## config.mk

```make
export PLATFORM = sky130hd
export DESIGN_NAME = ddc_mode_switch
export DESIGN_NICKNAME = d
export VERILOG_FILES = /design/src/rtl/ddc_sw_pkg.sv /design/src/rtl/ddc_low_timer.sv /design/src/rtl/ddc_mode_ctrl.sv /design/src/rtl/ddc_mode_switch.sv
export SDC_FILE = /design/constraint.sdc
export NUM_CORES = 1
export LEC_CHECK = 0
export BUFFER_PORTS_ARGS = -buffer_cell sky130_fd_sc_hd__buf_2
export CAP_MARGIN = 20
export CORE_AREA = 5 5 42 44
export CTS_BUF_LIST = sky130_fd_sc_hd__clkbuf_2 sky130_fd_sc_hd__clkbuf_4 sky130_fd_sc_hd__clkbuf_8
export DETAILED_ROUTE_END_ITERATION = 8
export DIE_AREA = 0 0 47 49
export GPL_TIMING_DRIVEN = 0
export PLACE_DENSITY = 0.55
export SETUP_SLACK_MARGIN = 0.15
export SLEW_MARGIN = 20
export SYNTH_ARGS = -nofsm -noshare
export SYNTH_HDL_FRONTEND = slang
export SYNTH_SLANG_ARGS = --single-unit
```

## constraint.sdc

```tcl
create_clock -name clk -period 4.3 [get_ports clk]
set_clock_uncertainty 0.05 [all_clocks]
set_input_delay 0.43 -clock clk [delete_from_list [all_inputs] [get_ports clk]]
set_output_delay 0.43 -clock clk [all_outputs]
set_load 0.05 [all_outputs]
```

## src/rtl/ddc_sw_pkg.sv

```systemverilog
package ddc_sw_pkg;
  typedef enum logic {
    MODE_UNI   = 1'b0,
    MODE_BIDIR = 1'b1
  } chan_mode_e;

  function automatic int unsigned cycles_for(input int unsigned ns, input int unsigned period_ns);
    return (ns + period_ns - 1) / period_ns;
  endfunction
endpackage

```

## src/rtl/ddc_low_timer.sv

```systemverilog
module ddc_low_timer #(
  parameter int unsigned THRESH_CYC = 25,
  localparam int unsigned CW = $clog2(THRESH_CYC + 1)
) (
  input  logic clk,
  input  logic rst_n,
  input  logic active,
  input  logic scl_in,
  output logic detect
);
  logic [CW-1:0] low_cnt;
  logic          fired;

  // A detection fires on the low sample that comes after THRESH_CYC low samples.
  assign detect = active && !scl_in && !fired && (low_cnt == CW'(THRESH_CYC));

  always_ff @(posedge clk or negedge rst_n) begin
    if (!rst_n) begin
      low_cnt <= '0;
      fired   <= 1'b0;
    end else if (!active || scl_in) begin
      low_cnt <= '0;
      fired   <= 1'b0;
    end else begin
      if (low_cnt != CW'(THRESH_CYC)) low_cnt <= low_cnt + 1'b1;
      if (detect) fired <= 1'b1;
    end
  end
endmodule

```

## src/rtl/ddc_mode_ctrl.sv

```systemverilog
module ddc_mode_ctrl
  import ddc_sw_pkg::*;
(
  input  logic clk,
  input  logic rst_n,
  input  logic active,
  input  logic detect,
  input  logic sw_force_bidir,
  input  logic sw_return_uni,
  input  logic sw_clr_flag,
  output logic bidir_mode,
  output logic auto_sw_flag
);
  chan_mode_e mode_q, mode_d;
  logic       flag_d;
  logic       auto_set;

  assign auto_set = active && detect && (mode_q == MODE_UNI) && !sw_return_uni;

  always_comb begin
    mode_d = mode_q;
    if (!active)                        mode_d = MODE_UNI;
    else if (sw_return_uni)             mode_d = MODE_UNI;
    else if (sw_force_bidir || detect)  mode_d = MODE_BIDIR;
  end

  always_comb begin
    flag_d = auto_sw_flag;
    if (sw_clr_flag) flag_d = 1'b0;
    if (auto_set)    flag_d = 1'b1;
  end

  always_ff @(posedge clk or negedge rst_n) begin
    if (!rst_n) begin
      mode_q       <= MODE_UNI;
      auto_sw_flag <= 1'b0;
    end else begin
      mode_q       <= mode_d;
      auto_sw_flag <= flag_d;
    end
  end

  assign bidir_mode = (mode_q == MODE_BIDIR);
endmodule

```

## src/rtl/ddc_mode_switch.sv

```systemverilog
module ddc_mode_switch
  import ddc_sw_pkg::*;
#(
  parameter int unsigned CLK_NS = 20,
  parameter int unsigned LOW_NS = 500,
  localparam int unsigned THRESH_CYC = cycles_for(LOW_NS, CLK_NS)
) (
  input  logic clk,
  input  logic rst_n,
  input  logic chan_off,
  input  logic scl_in,
  input  logic sw_force_bidir,
  input  logic sw_return_uni,
  input  logic sw_clr_flag,
  output logic bidir_mode,
  output logic auto_sw_flag
);
  logic active;
  logic detect;

  assign active = !chan_off;

  ddc_low_timer #(.THRESH_CYC(THRESH_CYC)) u_timer (
    .clk    (clk),
    .rst_n  (rst_n),
    .active (active),
    .scl_in (scl_in),
    .detect (detect)
  );

  ddc_mode_ctrl u_ctrl (
    .clk            (clk),
    .rst_n          (rst_n),
    .active         (active),
    .detect         (detect),
    .sw_force_bidir (sw_force_bidir),
    .sw_return_uni  (sw_return_uni),
    .sw_clr_flag    (sw_clr_flag),
    .bidir_mode     (bidir_mode),
    .auto_sw_flag   (auto_sw_flag)
  );
endmodule

```

==> flow_summary.yaml <==
setup_path:
  cp_num_buf_inv: 1
  crit_fanout: 6
  end_kind: "flip-flop"
  critPathMaxStageDelay_ns: 0.43
  arrival_ns: 1.73
  start_kind: "flip-flop"
  r2r_start: "u_timer.low_cnt[1]"
  cp_top_family: "simple AND/OR/NAND/NOR gates"
  worstSetupStartpoint: "u_timer.low_cnt[1]"
  cp.required_ns: 4.40
  worst-setup-path-type: "reg2reg"
  cp_cell_sequence: "inv_1 > ha_1 > nand4b_1 > or3_4 > o32ai_2"
  cp_slowest_cell: "or3_4"
clock_tree:
  htree_levels: 1
  cts_tree: "yes"
  cts_sinks: 8
  clkSlewWorstSetupHoldPaths_ns: 0.05
  cts_buffers: 3
  cts-resized-gates: 0
  clk_path_buf_depth: 2
  insertion_delay_ns: 0.25
  clockRootBuffer: "clkbuf_4"
synthesis:
  syn_inst: 34
  ys_types: 16
  yosys.area.top_type: "dfrtp_1"
  post-synth-top-count-cell: "dfrtp_1"
  synth_edf_count: 0
  synth_area_per_cell_sq_um: 11.37
  synth_seq_cells: 8
  synth_common_cells: "8 x dfrtp_1, 6 x nor2_1, 3 x inv_1, 3 x xor2_1"
  ys_warn_count: 0
  synthesis.nets: 43
  synth_ff_type: "dfrtp_1"
  netlist_area_sq_um: 386.6
  synthArstFlopShare_pct: 100.0
  synth_top_area_share_pct: 51.78
  ys_seq_area_share_pct: 51.78
  synthTopCellsByArea: "dfrtp_1 52%, xor2_1 6.8%, ha_1 6.5%"
detailed_routing:
  first_pass_iters: 3
  wl_met2_um: 295
  routed-wl-met3_um: 40
  top_layer_used: "met3"
  vias: 260
  drc: 0
  postRouteAntennaNets: 0
  vias_per_cell: 4.194
  drt_iter0_drc: 1
  routed_wl_um: 586
  wl_per_cell_um: 9.452
  wl_met1_um: 251
layout:
  fill_cells: 151
  layout.nets: 57
  drive_gt1_share_pct: 32.61
  n_antenna_cell: 0
  post_layout_nonfiller_instances: 62
  syn_to_final_growth_pct: 23.95
power:
  internal_power_mw: 0.1142
  powerDensity_nw_per_um2: 302.3
  ir_drop_mv: 0.2003
  p_sw_share_pct: 21.18
  power_mw: 0.1449
  p_leak_nw: 0.2293
  p_seq_share_pct: 53.9
  comb_power_share_pct: 8.5
  pwr-share-clk_pct: 37.5
  p_sw_mw: 0.03069
sta:
  worstMarginPinSlew_ns: 0.2848
  fin_crit_ns: 1.622
  rsz0062_at_grt: "no"
  hold_violations: 0
  final.setup.tns_ns: 0
  finalSetupViolations: 0
  maxSlewHeadroom_pct: 80.91
  finalMaxSlewViolations: 0
  fmax_mhz: 616.5
  min_period_over_period_pct: 37.72
grt:
  grt_max_degree: 9
  grt_pass1_wl_mm: 1.048
  grt_usage_pct: 6.828
  grt_overflow: 0
  antenna_found_initial: 0
  grt_pass1_vias: 229
placement:
  dpl.cell_count: 58
  place_hpwl_um: 462.6
  io_buffers: 8
  gp_routability_congestion: 0.6632
run_status:
  status: "finished clean"
floorplanning:
  start_util_pct: 27.59
  die_x_um: 47
  core_sq_um: 1401
  rows: 14
  die-height_um: 49
  dieArea_sq_um: 2303
  pin_count: 9
hold_path:
  hold_path.class: "in2reg"
  holdCritStartpoint: "chan_off"
run:
  drv_cap: 0
metrics by stage:
stage | setup WS, ns | hold slack, ns | area (sq um) | utilization, %
floorplan | 2.814 | 0.08441 | 386.6 | -
global placement | 2.675 | 0.2307 | 446.7 | 31.87
detailed placement | 2.679 | 0.2298 | 446.7 | 31.87
CTS | 2.668 | 0.2814 | 479.2 | 34.20
global route | 2.514 | 0.2774 | 479.2 | 34.20
finish | 2.678 | 0.2915 | 479.2 | 34.20
kinds of logic after synthesis:
logic type / share of synthesized area (%)
flops: 51.78
xor+xnor: 9.063
buf+inv: 5.825
compound gates: 10.68
fa+ha+maj: 6.471
simple gates: 16.18
per-layer routing:
layer / vias up / GRT usage, %
met5: - / 0
met4: 0 / 4.147
met3: 0 / 5.535
met2: 4 / 7.919
met1: 117 / 8.390
li1: 139 / -
power by group through the flow:
stage	registers (mW)	logic [mW]	clock network, mW
after floorplan	0.0807	0.00462	0
after global placement	0.0794	0.0118	0
after detailed placement	0.0794	0.0119	0
after CTS	0.0782	0.0127	0.0578
after global routing	0.0783	0.0138	0.0629
final	0.0782	0.0123	0.0544
path summary, 6_finish.rpt:
check                                 endpoint  cells after the start  slack (ns)
max                        u_ctrl.auto_sw_flag                      5        2.68
min                          u_ctrl.bidir_mode                      2        0.29
max reg2reg                u_ctrl.auto_sw_flag                      5        2.68
min reg2reg                u_ctrl.auto_sw_flag                      1        0.45
max in group asynchronous   u_timer.low_cnt[4]                      2        3.54
min in group asynchronous   u_timer.low_cnt[2]                      2        0.50
cells in the final DEF (no fill, tap or decap), types with 2 or more instances in the layout:
| cell type | instances |
|---|---|
| buf_2 | 8 |
| dfrtp_1 | 8 |
| nor2_1 | 6 |
| inv_1 | 3 |
| xor2_1 | 3 |
| clkbuf_4 | 3 |
| nand3_1 | 2 |
| ha_1 | 2 |
what timing repair did:
action,4_1_cts,5_1_grt
setup buffers,0,0
hold buffers,1,0
endpoints found under the hold margin,8,0
area by class of cell:
class,instances,area (sq um),share of cell area (%)
flip-flops and latches,8,200.2,41.78
well taps,16,20.02,4.178
multi-input cells,22,163.9,34.20
repair buffers,9,50.05,10.44
inverters,3,11.26,2.350
plain buffers,1,11.26,2.350
clock buffers,3,22.52,4.700
state kept, by name (all words and copies together), names as in the netlist:
register,cells
u_ctrl.bidir_mode,1
u_timer.low_cnt,5
u_timer.fired,1
u_ctrl.auto_sw_flag,1
No activity file was read; power rests on OpenSTA's default activity.
